### src/rtl/tx_pkg.sv
package tx_pkg;

    typedef enum logic [2:0] {
        ST_IDLE,
        ST_START,
        ST_DATA,
        ST_PAR,
        ST_STOP1,
        ST_STOP2
    } tx_state_e;

    typedef struct packed {
        logic [1:0] len;
        logic       par_en;
        logic       par_odd;
        logic       two_stop;
    } tx_cfg_t;

    function automatic logic [3:0] word_bits(input logic [1:0] code);
        return 4'd5 + {2'b00, code};
    endfunction

endpackage

### src/rtl/tx_tick_timer.sv
module tx_tick_timer #(
    parameter int TICKS_PER_BIT = 16
) (
    input  logic clk,
    input  logic rst,
    input  logic tick16,
    output logic bit_edge
);
    localparam int CNT_W = (TICKS_PER_BIT > 1) ? $clog2(TICKS_PER_BIT) : 1;
    localparam logic [CNT_W-1:0] LAST = CNT_W'(TICKS_PER_BIT - 1);

    logic [CNT_W-1:0] phase;

    assign bit_edge = tick16 && (phase == LAST);

    always_ff @(posedge clk) begin
        if (rst) begin
            phase <= '0;
        end else if (tick16) begin
            if (phase == LAST) phase <= '0;
            else               phase <= phase + 1'b1;
        end
    end

endmodule

### src/rtl/tx_hold_reg.sv
module tx_hold_reg #(
    parameter int DATA_W      = 8,
    parameter int SYNC_STAGES = 2
) (
    input  logic              clk,
    input  logic              rst,
    input  logic              wr_en,
    input  logic [DATA_W-1:0] wr_data,
    input  logic              take,
    input  logic              cts_n,
    output logic              hold_full,
    output logic [DATA_W-1:0] hold_data,
    output logic              cts_ok,
    output logic              tdre,
    output logic              tx_irq
);
    logic [SYNC_STAGES-1:0] cts_sync;
    logic                   irq_flag;

    always_ff @(posedge clk) begin
        if (rst) cts_sync <= '0;
        else     cts_sync <= {cts_sync[SYNC_STAGES-2:0], cts_n};
    end

    assign cts_ok = ~cts_sync[SYNC_STAGES-1];

    always_ff @(posedge clk) begin
        if (rst) begin
            hold_full <= 1'b0;
            hold_data <= '0;
            irq_flag  <= 1'b0;
        end else if (wr_en) begin
            hold_full <= 1'b1;
            hold_data <= wr_data;
            irq_flag  <= 1'b0;
        end else if (take) begin
            hold_full <= 1'b0;
            irq_flag  <= 1'b1;
        end
    end

    assign tdre   = ~hold_full & cts_ok;
    assign tx_irq = irq_flag & cts_ok;

    // a held byte survives while clear-to-send is withdrawn
    p_hold_kept_r9: assert property (@(posedge clk) disable iff (rst)
        (hold_full && !cts_ok && !wr_en) |=> hold_full);

    // a write always leaves the register non-empty
    p_tdre_low_after_write_r2: assert property (@(posedge clk) disable iff (rst)
        wr_en |=> !tdre);

endmodule

### src/rtl/tx_frame_fsm.sv
module tx_frame_fsm
    import tx_pkg::*;
#(
    parameter int DATA_W = 8
) (
    input  logic              clk,
    input  logic              rst,
    input  logic              bit_edge,
    input  logic              hold_full,
    input  logic [DATA_W-1:0] hold_data,
    input  logic              cts_ok,
    input  tx_cfg_t           cfg,
    output logic              take,
    output logic              txd
);
    tx_state_e         state;
    logic [DATA_W-1:0] shifter;
    logic [3:0]        left;
    logic              par_acc;
    logic              q_par_en;
    logic              q_two_stop;
    logic              frame_done;

    assign frame_done = (state == ST_IDLE) ||
                        (state == ST_STOP1 && !q_two_stop) ||
                        (state == ST_STOP2);

    assign take = bit_edge && frame_done && hold_full && cts_ok;

    always_ff @(posedge clk) begin
        if (rst) begin
            state      <= ST_IDLE;
            shifter    <= '0;
            left       <= '0;
            par_acc    <= 1'b0;
            q_par_en   <= 1'b0;
            q_two_stop <= 1'b0;
            txd        <= 1'b1;
        end else if (bit_edge) begin
            if (take) begin
                shifter    <= hold_data;
                left       <= word_bits(cfg.len);
                par_acc    <= cfg.par_odd;
                q_par_en   <= cfg.par_en;
                q_two_stop <= cfg.two_stop;
                state      <= ST_START;
                txd        <= 1'b0;
            end else begin
                case (state)
                    ST_START, ST_DATA: begin
                        if (state == ST_DATA && left == 4'd0) begin
                            if (q_par_en) begin
                                txd   <= par_acc;
                                state <= ST_PAR;
                            end else begin
                                txd   <= 1'b1;
                                state <= ST_STOP1;
                            end
                        end else begin
                            txd     <= shifter[0];
                            par_acc <= par_acc ^ shifter[0];
                            shifter <= {1'b0, shifter[DATA_W-1:1]};
                            left    <= left - 4'd1;
                            state   <= ST_DATA;
                        end
                    end
                    ST_PAR: begin
                        txd   <= 1'b1;
                        state <= ST_STOP1;
                    end
                    ST_STOP1: begin
                        txd   <= 1'b1;
                        state <= q_two_stop ? ST_STOP2 : ST_IDLE;
                    end
                    default: begin
                        txd   <= 1'b1;
                        state <= ST_IDLE;
                    end
                endcase
            end
        end
    end

    // the line moves only right after a bit boundary
    p_txd_edge_only_r3: assert property (@(posedge clk) disable iff (rst)
        !bit_edge |=> $stable(txd));

    // every transfer opens with a low start bit
    p_start_bit_r4: assert property (@(posedge clk) disable iff (rst)
        take |=> !txd);

endmodule

### src/rtl/cts_serial_tx.sv
module cts_serial_tx
    import tx_pkg::*;
#(
    parameter int DATA_W        = 8,
    parameter int TICKS_PER_BIT = 16,
    parameter int SYNC_STAGES   = 2
) (
    input  logic              clk,
    input  logic              rst,
    input  logic              tick16,
    input  logic              wr_en,
    input  logic [DATA_W-1:0] wr_data,
    input  logic [1:0]        cfg_len,
    input  logic              cfg_par_en,
    input  logic              cfg_par_odd,
    input  logic              cfg_two_stop,
    input  logic              cts_n,
    output logic              txd,
    output logic              tdre,
    output logic              tx_irq
);
    logic              bit_edge;
    logic              take;
    logic              hold_full;
    logic [DATA_W-1:0] hold_data;
    logic              cts_ok;
    tx_cfg_t           cfg;

    assign cfg = '{len: cfg_len, par_en: cfg_par_en, par_odd: cfg_par_odd,
                   two_stop: cfg_two_stop};

    tx_tick_timer #(.TICKS_PER_BIT(TICKS_PER_BIT)) u_timer (
        .clk      (clk),
        .rst      (rst),
        .tick16   (tick16),
        .bit_edge (bit_edge)
    );

    tx_hold_reg #(.DATA_W(DATA_W), .SYNC_STAGES(SYNC_STAGES)) u_hold (
        .clk       (clk),
        .rst       (rst),
        .wr_en     (wr_en),
        .wr_data   (wr_data),
        .take      (take),
        .cts_n     (cts_n),
        .hold_full (hold_full),
        .hold_data (hold_data),
        .cts_ok    (cts_ok),
        .tdre      (tdre),
        .tx_irq    (tx_irq)
    );

    tx_frame_fsm #(.DATA_W(DATA_W)) u_fsm (
        .clk       (clk),
        .rst       (rst),
        .bit_edge  (bit_edge),
        .hold_full (hold_full),
        .hold_data (hold_data),
        .cts_ok    (cts_ok),
        .cfg       (cfg),
        .take      (take),
        .txd       (txd)
    );

endmodule

### config.mk
export PLATFORM = sky130hd
export DESIGN_NAME = cts_serial_tx
export DESIGN_NICKNAME = d
export VERILOG_FILES = /design/src/rtl/tx_pkg.sv /design/src/rtl/tx_tick_timer.sv /design/src/rtl/tx_hold_reg.sv /design/src/rtl/tx_frame_fsm.sv /design/src/rtl/cts_serial_tx.sv
export SDC_FILE = /design/constraint.sdc
export NUM_CORES = 1
export LEC_CHECK = 0
export ABC_AREA = 1
export BUFFER_PORTS_ARGS = -buffer_cell sky130_fd_sc_hd__buf_2
export CORE_AREA = 2 2 70 55
export CTS_CLUSTER_DIAMETER = 100
export DETAILED_ROUTE_END_ITERATION = 8
export DIE_AREA = 0 0 72 57
export HOLD_SLACK_MARGIN = 0.06
export PLACE_DENSITY = 0.74
export SYNTH_ARGS = -nofsm -noshare
export SYNTH_HDL_FRONTEND = slang
export SYNTH_SLANG_ARGS = --single-unit
### constraint.sdc
create_clock -name clk -period 3.4 [get_ports clk]
set_clock_uncertainty 0.1 [all_clocks]
set_input_delay 0.68 -clock clk [delete_from_list [all_inputs] [get_ports clk]]
set_output_delay 0.68 -clock clk [all_outputs]
set_load 0.01 [all_outputs]
==> results by group, run 1 <==
Outcome
  – Status: finished clean

Yosys
  – Syn avg cell area: 7.320 µm²
  – Xor and xnor area share after synthesis: 0.01453
  – Warnings from Yosys: 0
  – Compound-Gate Fraction of Synth Area: 0.1412
  – Synthesized Nets: 269
  – Most frequent cell after synthesis: nand2_1
  – Post-Synth Simple-Gate Area: 0.3280
  – Fraction of synthesized area in multiplexers: 0
  – Largest family of logic cells by synthesized area: simple AND/OR/NAND/NOR gates
  – Post-synth top flop: dfxtp_1
  – Leading area contributor after synthesis: dfxtp_1
  – Post-Syn Area: 1808 µm²
  – FF+latch count, synth: 35
  – Yosys top cell area share: 0.3875
  – Synth Instances: 247
  – Post-synth EDFFs: 0
  – Sequential-to-total area share from yosys stat: 0.3875
  – Area contributors post-synth: dfxtp_1, nand2_1, nand3_1, nor2_1, a21oi_2
  – List of most frequent post-synthesis cells: nand2_1, dfxtp_1, nor2_1
  – Post-Synth Adder-Cell Area: 0.02768
  – Netlist cell types: 33
  – Ys async rst share: 0

Timing
  – Final setup viols: 0
  – Fmax: 0.5100 GHz
  – Final Critical Period: 1.961 ns
  – Final Hold Viols: 0
  – Final Slew Violations: 0
  – Setup TNS: 0 ns
  – Least-Margin Pin Slew: 0.4989 ns
  – Setup ws final: 1.439 ns
  – Slew HR: 0.6674
  – Period utilization: 0.5768
  – RSZ-0062 raised after global routing: false

GRT
  – Initial antenna violation count: 0
  – First-pass GRT wire length: 5899 µm
  – Grt ovf: 0
  – GRT Util Overall: 0.1844
  – Largest net degree at the start of global routing: 32
  – Vias in the first global route: 1364

Route
  – WL/cell: 11.17 µm
  – DRC viols: 0
  – Vias post-DR: 1532
  – Detailed Route WL: 3408 µm
  – ANT nets after route: 0
  – Number of DRC markers in iteration 0: 78
  – Via/cell ratio: 5.023
  – Drt pass-1 iters: 4

Setup path
  – Critical Path RT: 3.48 ns
  – Critical Path Source Type: flop
  – Worst Path Max Fanout: 31
  – CP Class: reg -> reg
  – Reg2Reg Setup Slack: 1.44 ns
  – Crit-path cells: ha_1 -> nand2_1 -> inv_1 -> nand2_4 -> nor2_8 -> nand2_4 -> nand2_2 -> inv_1 -> nor2_1 -> nor2_1
  – Crit path DAT: 2.04 ns
  – Largest stage delay, worst path: 0.35 ns
  – Setup crit end kind: flop
  – Top Family by Delay on Critical Path: simple AND/OR/NAND/NOR gates
  – Crit-path slowest cell: dfxtp_1
  – Bufs and invs on worst path: 2

Placement
  – Worst slack, placed: 1.161 ns
  – Final HPWL DP: 2414 µm
  – IO Port Bufs: 20
  – RD Place Congestion: 0.7739

Clock tree
  – Clk sinks: 35
  – Post_cts resized: 0
  – CTS buffer count: 5
  – Worst-skew pair later-pin latency: 0.28 ns
  – CTS hold repair buffers: 0
  – Worst-case clock buffer depth: 2
  – CTS tree: yes
  – H-tree depth: 2
  – CTS Root Cell: clkbuf_8
  – Clk slew on worst S/H paths: 0.07 ns
  – # Post-CTS Setup Buffers: 0

Min path
  – Worst Hold Class: reg -> reg

Layout
  – Share of cells above drive strength 1: 0.1977
  – Number of nets in the layout: 284
  – Fillers: 342
  – Area Growth Syn to Fin: 10.03%
  – N_diodes: 0

Floorplan
  – IO Pins: 21
  – Core area: 3495 µm²
  – Initial Util: 0.5174
  – Die ar.: 4104 µm²
  – Die Span X: 72 µm
  – # rows: 19
  – Chip height: 57 µm

Pwr
  – Cell area power density: 428.7 nW/µm²
  – Leak pwr: 0.8944 nW
  – Max rail drop VDD: 0.0002652 V

Job
  – Max-cap violations: 0
[metrics by stage]
| stage | util | cell area, µm² | hold WS, ns | total power [mW] | std cells |
|---|---|---|---|---|---|
| final | 0.5693 | 1989 | 0.3008 | 0.8529 | 305 |
| after global routing | 0.5693 | 1989 | 0.3336 | 0.8891 | 305 |
| after CTS | 0.5693 | 1989 | 0.3016 | 0.8632 | 305 |
| after detailed placement | 0.5356 | 1872 | 0.2921 | 0.4791 | 297 |
| after global placement | 0.5356 | 1872 | 0.2897 | 0.4781 | 297 |
| after floorplan | - | 1808 | 0.2883 | 0.4604 | 247 |
[area by class of cell]
type,instances,area [µm²],area share
clock inverters,2,35.03,0.01761
multi-input cells,175,924.6,0.4648
well taps,42,52.55,0.02642
flip-flops and latches,35,700.7,0.3522
inverters,25,93.84,0.04717
clock buffers,6,82.58,0.04151
repair buffers,20,100.1,0.05031
[tightest hold or removal path: stages (launching register included)]
cell,delay (ns)
dfxtp_1,0.30
inv_1,0.04
nor2_1,0.03
[registers in the layout, indices dropped and copies added, names as in the netlist]
signal / count
u_hold.hold_full: 1
u_fsm.par_acc: 1
u_fsm.state: 3
u_hold.hold_data: 8
u_hold.irq_flag: 1
u_fsm.q_two_stop: 1
u_hold.cts_sync: 2
u_fsm.q_par_en: 1
u_fsm.left: 4
u_timer.phase: 4
u_fsm.txd: 1
u_fsm.shifter: 8
[logic make-up (layout without fill, tap and decap cells)]
| logic type | count (synthesis) | count (layout) |
|---|---|---|
| buffers and inverters | 37 | 53 |
| AOI/OAI and AO/OA | 41 | 41 |
| adders and majority gates | 4 | 4 |
| xor gates and xnor gates | 3 | 3 |
| and+or+nand+nor | 127 | 127 |
| DFF | 35 | 35 |
[final timing paths]
check | endpoint | from | cells past startpoint
min reg2reg | u_hold.cts_sync[1] | u_hold.cts_sync[0] | 2
min | u_hold.cts_sync[1] | u_hold.cts_sync[0] | 2
max reg2reg | u_fsm.left[0] | u_timer.phase[0] | 10
max | u_fsm.left[0] | u_timer.phase[0] | 10
[metal layers]
metal / vias up / global-route usage / share of wire
met5: - / 0 / 0
met4: 0 / 0.07278 / 0.013
met3: 4 / 0.04417 / 0.047
met2: 29 / 0.2619 / 0.41
met1: 667 / 0.2700 / 0.53
li1: 832 / - / -
[cell usage in the layout, fill, tap and decap left out]
cell type,count
clkinv_1,1
clkbuf_8,6
o21ai_0,15
bufinv_16,1
inv_1,21
ha_1,4
nand2_4,3
nor3_1,2
o21ai_1,1
o211ai_1,1
clkinv_2,1
a21oi_1,11
xor2_1,2
a21oi_2,9
buf_2,20
nor2_4,1
and3_1,1
o22ai_1,1
a211oi_2,1
nand2_2,4
xnor2_1,1
nand3b_1,1
nand2_1,53
dfxtp_1,35
nand3_1,27
a211oi_1,1
nor2_1,30
nand4_1,2
nand3_2,1
nor2_8,1
a22oi_1,1
nor3_2,1
inv_2,3
[where the power goes]
group	switching [mW]	total [mW]	internal, mW
logic	0.0260	0.0426	0.0166
clock network	0.146	0.383	0.237
registers	0.00652	0.427	0.421
No activity file was read; power rests on OpenSTA's default activity.
==> run 2: changes to the inputs <==
Settings changed: ABC_AREA 1 to 0, CORE_AREA 2 2 70 55 to 2 2 66 52, DIE_AREA 0 0 72 57 to 0 0 68 54.
Clock period 3.4 ns to 2 ns, I/O delays scaled along.
==> run 2 against run 1 <==
  * Combinational power grew 110%
  * Cell area grew 1.6%
  * Die area shrank 11%
  * Critical path type unchanged
  * Via count shrank 4.9%
  * Cell count shrank 16%
==> results by group, run 2 <==
Outcome
  – Status: finished clean

Setup path
  – Reg2Reg Setup Slack: 0.11 ns
  – Worst reg2reg endpoint: u_fsm.par_acc
  – Crit path from: u_fsm.left[1]
  – Setup crit end kind: flop
  – Crit-path slowest cell: or4_4
  – Crit-path cells: inv_2 -> ha_4 -> nor4b_4 -> or4_4 -> or3_1 -> a311oi_1
  – Crit path DAT: 2.00 ns
  – RR Startpoint: u_fsm.left[1]
  – Critical Path Source Type: flop
  – Reg2Reg Depth: 6
  – Largest stage delay, worst path: 0.51 ns
  – Worst Path Max Fanout: 3
  – Critical Path RT: 2.11 ns
  – CP Class: reg -> reg

Yosys
  – Leading area contributor after synthesis: dfxtp_1
  – Netlist cell types: 42
  – Synthesized Nets: 206
  – Post-synth EDFFs: 0
  – Yosys top cell area share: 0.4382
  – FF+latch count, synth: 35
  – Syn avg cell area: 8.690 µm²
  – Warnings from Yosys: 0
  – Ys async rst share: 0
  – Post-synth top flop: dfxtp_1
  – Post-Syn Area: 1599 µm²
  – Most frequent cell after synthesis: dfxtp_1
  – List of most frequent post-synthesis cells: dfxtp_1, nand2_1, nor2_1
  – Area contributors post-synth: dfxtp_1, mux2i_1, nand2_1, a21oi_1, nor2_1
  – Synth Instances: 184
  – Sequential-to-total area share from yosys stat: 0.4382

Route
  – Drt pass-1 iters: 4
  – ANT nets after route: 0
  – Detailed Route WL: 3754 µm
  – DRC viols: 0
  – WL/cell: 14.72 µm
  – Number of DRC markers in iteration 0: 46
  – Vias post-DR: 1457
  – Via/cell ratio: 5.714

Layout
  – Share of cells above drive strength 1: 0.2605
  – Top flop regs: u_fsm.shifter: 8 flops, u_hold.hold_data: 8 flops
  – Commonest non-fill, non-tap cell in the layout: dfxtp_1
  – Multi-input logic area: 895.9 µm²
  – Post-route cell area: 2021 µm²
  – Area Growth Syn to Fin: 26.37%
  – Number of nets in the layout: 237
  – Most frequent cells in the layout: dfxtp_1, nand2_1, buf_2
  – FF/Latch Area: 705.7 µm²
  – Fillers: 257
  – N_diodes: 0

Placement
  – RD Place Congestion: 0.8560
  – IO Port Bufs: 20
  – Final HPWL DP: 2582 µm
  – Placed Area: 1843 µm²

Pwr
  – Max rail drop VDD: 0.0004809 V
  – Power Total: 1.437 mW
  – Cell area power density: 711.2 nW/µm²
  – Leak pwr: 0.8420 nW

Job
  – Max-cap violations: 0

Timing
  – Slew HR: 0.6654
  – Period utilization: 0.9463
  – Final Hold Viols: 0
  – Final setup viols: 0
  – Least-Margin Pin Slew: 0.4949 ns
  – Setup TNS: 0 ns
  – WHS: 0.2127 ns
  – Final Slew Violations: 0
  – Fmax: 0.5284 GHz
  – Final Critical Period: 1.893 ns

Floorplan
  – Chip height: 54 µm
  – Core area: 3108 µm²
  – Initial Util: 0.5145
  – Die ar.: 3672 µm²
  – # rows: 18
  – Die Span X: 68 µm
  – IO Pins: 21

GRT
  – Largest net degree at the start of global routing: 27
  – GRT Util Overall: 0.2294
  – First-pass GRT wire length: 6120 µm
  – Initial antenna violation count: 0
  – Grt ovf: 0
  – Vias in the first global route: 1330

Clock tree
  – Worst-case clock buffer depth: 2
  – CTS buffer count: 5
  – Worst-skew pair later-pin latency: 0.29 ns
  – Clk slew on worst S/H paths: 0.07 ns
  – CTS Root Cell: clkbuf_8
  – CTS tree: yes
  – CTS hold repair buffers: 0
  – H-tree depth: 2
  – Clk sinks: 35

Min path
  – HP Start: cts_n
  – Worst Hold Class: in -> reg
  – Hold path depth: 2
  – Hold Crit Endpoint: u_hold.cts_sync[0]
run 2: cell types whose count changed in the layout (fill, tap and decap cells not counted), moves of 7 or more:
cell	delta
o21ai_0	-9
nand2_1	-29
a31oi_1	+8
inv_1	-18
nor2_1	-15
a21oi_2	-9
nand3_1	-26
o31ai_1	+7
mux2i_1	+10
buf_4	+15
run 2: power by group:
group | leakage (nW) | switching, mW | internal [mW] | total, mW
sequential | 0.286 | 0.0108 | 0.715 | 0.726
combinational | 0.505 | 0.0442 | 0.0446 | 0.0889
clock | 0.0502 | 0.259 | 0.364 | 0.623
run 2: final cells by class:
class                      count  area share
clock buffer                   5     0.03406
clock inverter                 2     0.01858
sequential                    35      0.3492
inverter                       5    0.009288
tap                           40     0.02477
timing repair buffer          37      0.1207
multi-input combinational    131      0.4433
run 2: how the worst max path moves through the flow:
stage,to,slack [ns],depth (start not counted)
floorplan,u_fsm.par_acc,0.006,6
finish,u_fsm.par_acc,0.11,6
global placement,u_fsm.par_acc,0.04,6
global route,u_fsm.par_acc,-0.004,5
detailed placement,u_fsm.left[3],-0.04,7
CTS,u_fsm.par_acc,0.004,6
run 2: layer usage:
| layer | share of wire | routed length [µm] | global-route usage |
|---|---|---|---|
| met5 | 0 | 0 | 0 |
| met3 | 0.053 | 200 | 0.05649 |
| met4 | 0.011 | 40 | 0.1167 |
| met1 | 0.45 | 1694 | 0.2907 |
| met2 | 0.48 | 1819 | 0.3641 |
run 2: cell families (layout without fill, tap and decap cells):
family,after synthesis,after routing,share of synthesized area
compound gates,47,47,0.1933
xor+xnor,3,3,0.01643
fa+ha+maj,4,4,0.03130
buf+inv,18,49,0.04382
flops,35,35,0.4382
mux,10,10,0.06260
simple gates,67,67,0.2144
run 2: through the flow:
| stage | setup slack [ns] | util | instances |
|---|---|---|---|
| after CTS | 0.003878 | 0.6316 | 254 |
| after global routing | -0.004011 | 0.6502 | 255 |
| after detailed placement | -0.03539 | 0.5930 | 247 |
| after global placement | 0.03532 | 0.5930 | 247 |
| after floorplan | 0.006009 | - | 184 |
| final | 0.1074 | 0.6502 | 255 |
run 2: critical path, delay by kind of cell (launching register included):
family | cells | cell delay [ns]
adder cells (fa/ha/maj) | 1 | 0.15
AND/OR/NAND/NOR | 3 | 0.97
flip-flops | 1 | 0.34
AO/OA/AOI/OAI | 1 | 0.20
buffers and inverters | 1 | 0.05
run 2: timing repair:
item / 4_1_cts / 5_1_grt
gates resized for setup: 2 / 11
setup endpoints to repair: 3 / 12
buffers inserted: 0 / 1
gates cloned: 0 / 0
pin swaps: 1 / 3
==> run 3: changes to the inputs <==
Clock period 2 ns to 1.75 ns, I/O delays scaled along.
==> run 3 against run 2 <==
  * The flow now finishes with violations (negative setup slack)
  * Sequential power increased by 14%
  * Core utilization increased by 4.7 points
  * Worst hold slack got worse by 0.053 ns
  * Cell count increased by 6.3%
  * Highest routed layer unchanged
  * Worst setup slack got worse by 0.31 ns
==> results by group, run 3 (synthesis results as in run 2) <==
GRT
  – Initial antenna violation count: 0
  – Largest net degree at the start of global routing: 19
  – First-pass GRT wire length: 6686 µm
  – GRT Util Overall: 0.2502
  – Vias in the first global route: 1503
  – Grt ovf: 0

Setup path
  – Critical Path RT: 1.85 ns
  – Setup crit end kind: flop
  – Critical Path Source Type: flop
  – Worst Path Max Fanout: 3
  – Reg2Reg Setup Slack: -0.21 ns
  – Worst reg2reg endpoint: u_fsm.par_acc
  – Crit path from: u_fsm.left[0]
  – RR Startpoint: u_fsm.left[0]
  – Reg2Reg Depth: 6
  – CP Class: reg -> reg
  – Crit path DAT: 2.05 ns

Min path
  – Worst Hold Class: in -> reg
  – HP Start: cts_n
  – Hold Crit Endpoint: u_hold.cts_sync[0]
  – Hold path depth: 2

Layout
  – Number of nets in the layout: 252
  – Post-route insts no fill: 271
  – Most frequent cells in the layout: dfxtp_1, buf_4, nand2_1
  – Multi-input logic area: 909.6 µm²
  – Fillers: 245
  – Area Growth Syn to Fin: 35.45%
  – Commonest non-fill, non-tap cell in the layout: dfxtp_1
  – FF/Latch Area: 706.9 µm²
  – N_diodes: 0
  – Top flop regs: u_fsm.shifter: 8 flops, u_hold.hold_data: 8 flops
  – Final Util: 0.6969
  – Share of cells above drive strength 1: 0.3333

Timing
  – Final Critical Period: 1.956 ns
  – Final Slew Violations: 0
  – Least-Margin Pin Slew: 0.4828 ns
  – Period utilization: 1.118
  – Final Hold Viols: 0
  – Fmax: 0.5113 GHz
  – RSZ-0062 raised after global routing: true
  – Setup ws final: -0.2057 ns
  – Setup TNS: -0.7600 ns
  – Slew HR: 0.6747
  – Final setup viols: 11

Pwr
  – Max rail drop VDD: 0.0006025 V
  – Sequential power share: 0.490
  – P_sw: 0.3928 mW
  – Pint: 1.301 mW
  – Leak pwr: 0.9322 nW
  – Cell area power density: 782.1 nW/µm²
  – Power Total: 1.694 mW
  – Clk pwr share: 0.446
  – Combinational group share of total power: 0.063
  – Switching part of the total: 0.2319

Outcome
  – Status: complete, but fails checks
  – Failing checks: negative setup slack

Floorplan
  – # rows: 18
  – Die ar.: 3672 µm²
  – Die Span X: 68 µm
  – Initial Util: 0.5145
  – IO Pins: 21
  – Chip height: 54 µm
  – Core area: 3108 µm²

Clock tree
  – CTS tree: yes
  – Worst-case clock buffer depth: 2
  – Worst-skew pair later-pin latency: 0.30 ns
  – Clk sinks: 35
  – CTS buffer count: 5
  – H-tree depth: 2
  – Clk slew on worst S/H paths: 0.08 ns
  – CTS Root Cell: clkbuf_8

Placement
  – Dpl cells: 261
  – IO Port Bufs: 20
  – RD Place Congestion: 0.9005
  – Final HPWL DP: 2867 µm
  – Worst slack, placed: -0.2123 ns

Route
  – DRC viols: 0
  – Number of DRC markers in iteration 0: 248
  – Vias post-DR: 1547
  – Via/cell ratio: 5.708
  – ANT nets after route: 0
  – Drt pass-1 iters: 4
  – Detailed Route WL: 4102 µm
  – WL/cell: 15.14 µm

Job
  – Max-cap violations: 0
run 3: worst max-delay path by stage:
stage,slack [ns],to,cells after the start
finish,-0.21,u_fsm.par_acc,6
global route,-0.26,u_fsm.par_acc,6
CTS,-0.18,u_fsm.par_acc,6
detailed placement,-0.21,u_fsm.par_acc,6
global placement,-0.15,u_fsm.par_acc,6
floorplan,-0.19,u_fsm.par_acc,5
run 3: per-layer routing:
metal,share of wire,vias to the layer above,track usage
met2,0.49,43,0.4126
met5,0,-,0
met4,0.020,0,0.1000
met1,0.44,733,0.3005
li1,-,764,-
met3,0.047,7,0.08577
run 3: repair_timing:
item                                    CTS  global route
endpoints found under the setup margin   12            18
hold buffers                              0             0
buffers inserted                          2             1
gates resized for setup                   5             6
pin swaps                                 3             4
run 3: area by class of cell:
cell class	instances	share of cell area
Tap cell	40	0.02311
Inverter	5	0.008666
Timing Repair Buffer	52	0.1681
Clock inverter	3	0.02195
Clock buffer	5	0.03177
Multi-Input combinational cell	131	0.4200
Sequential cell	35	0.3264
run 3: per-stage QoR:
| stage | hold WS (ns) | instance area [µm²] |
|---|---|---|
| after detailed placement | 0.3293 | 1989 |
| final | 0.1595 | 2166 |
| after global routing | 0.1688 | 2166 |
| after global placement | 0.3176 | 1989 |
| after floorplan | 0.3138 | 1660 |
| after CTS | 0.1511 | 2137 |
run 3: critical path: stages (launching register included):
cell	delay, ns
dfxtp_2	0.34
inv_2	0.05
ha_4	0.15
nor4b_4	0.13
or4_4	0.49
or3_1	0.33
a311oi_1	0.28
run 3: power groups by stage:
stage,combinational (mW),clock [mW],sequential [mW]
4_1_cts,0.107,0.771,0.830
6_report,0.108,0.756,0.831
2_1_floorplan,0.0564,0,0.847
3_3_place_gp,0.0972,0,0.846
3_5_place_dp,0.106,0,0.848
5_1_grt,0.118,0.807,0.833
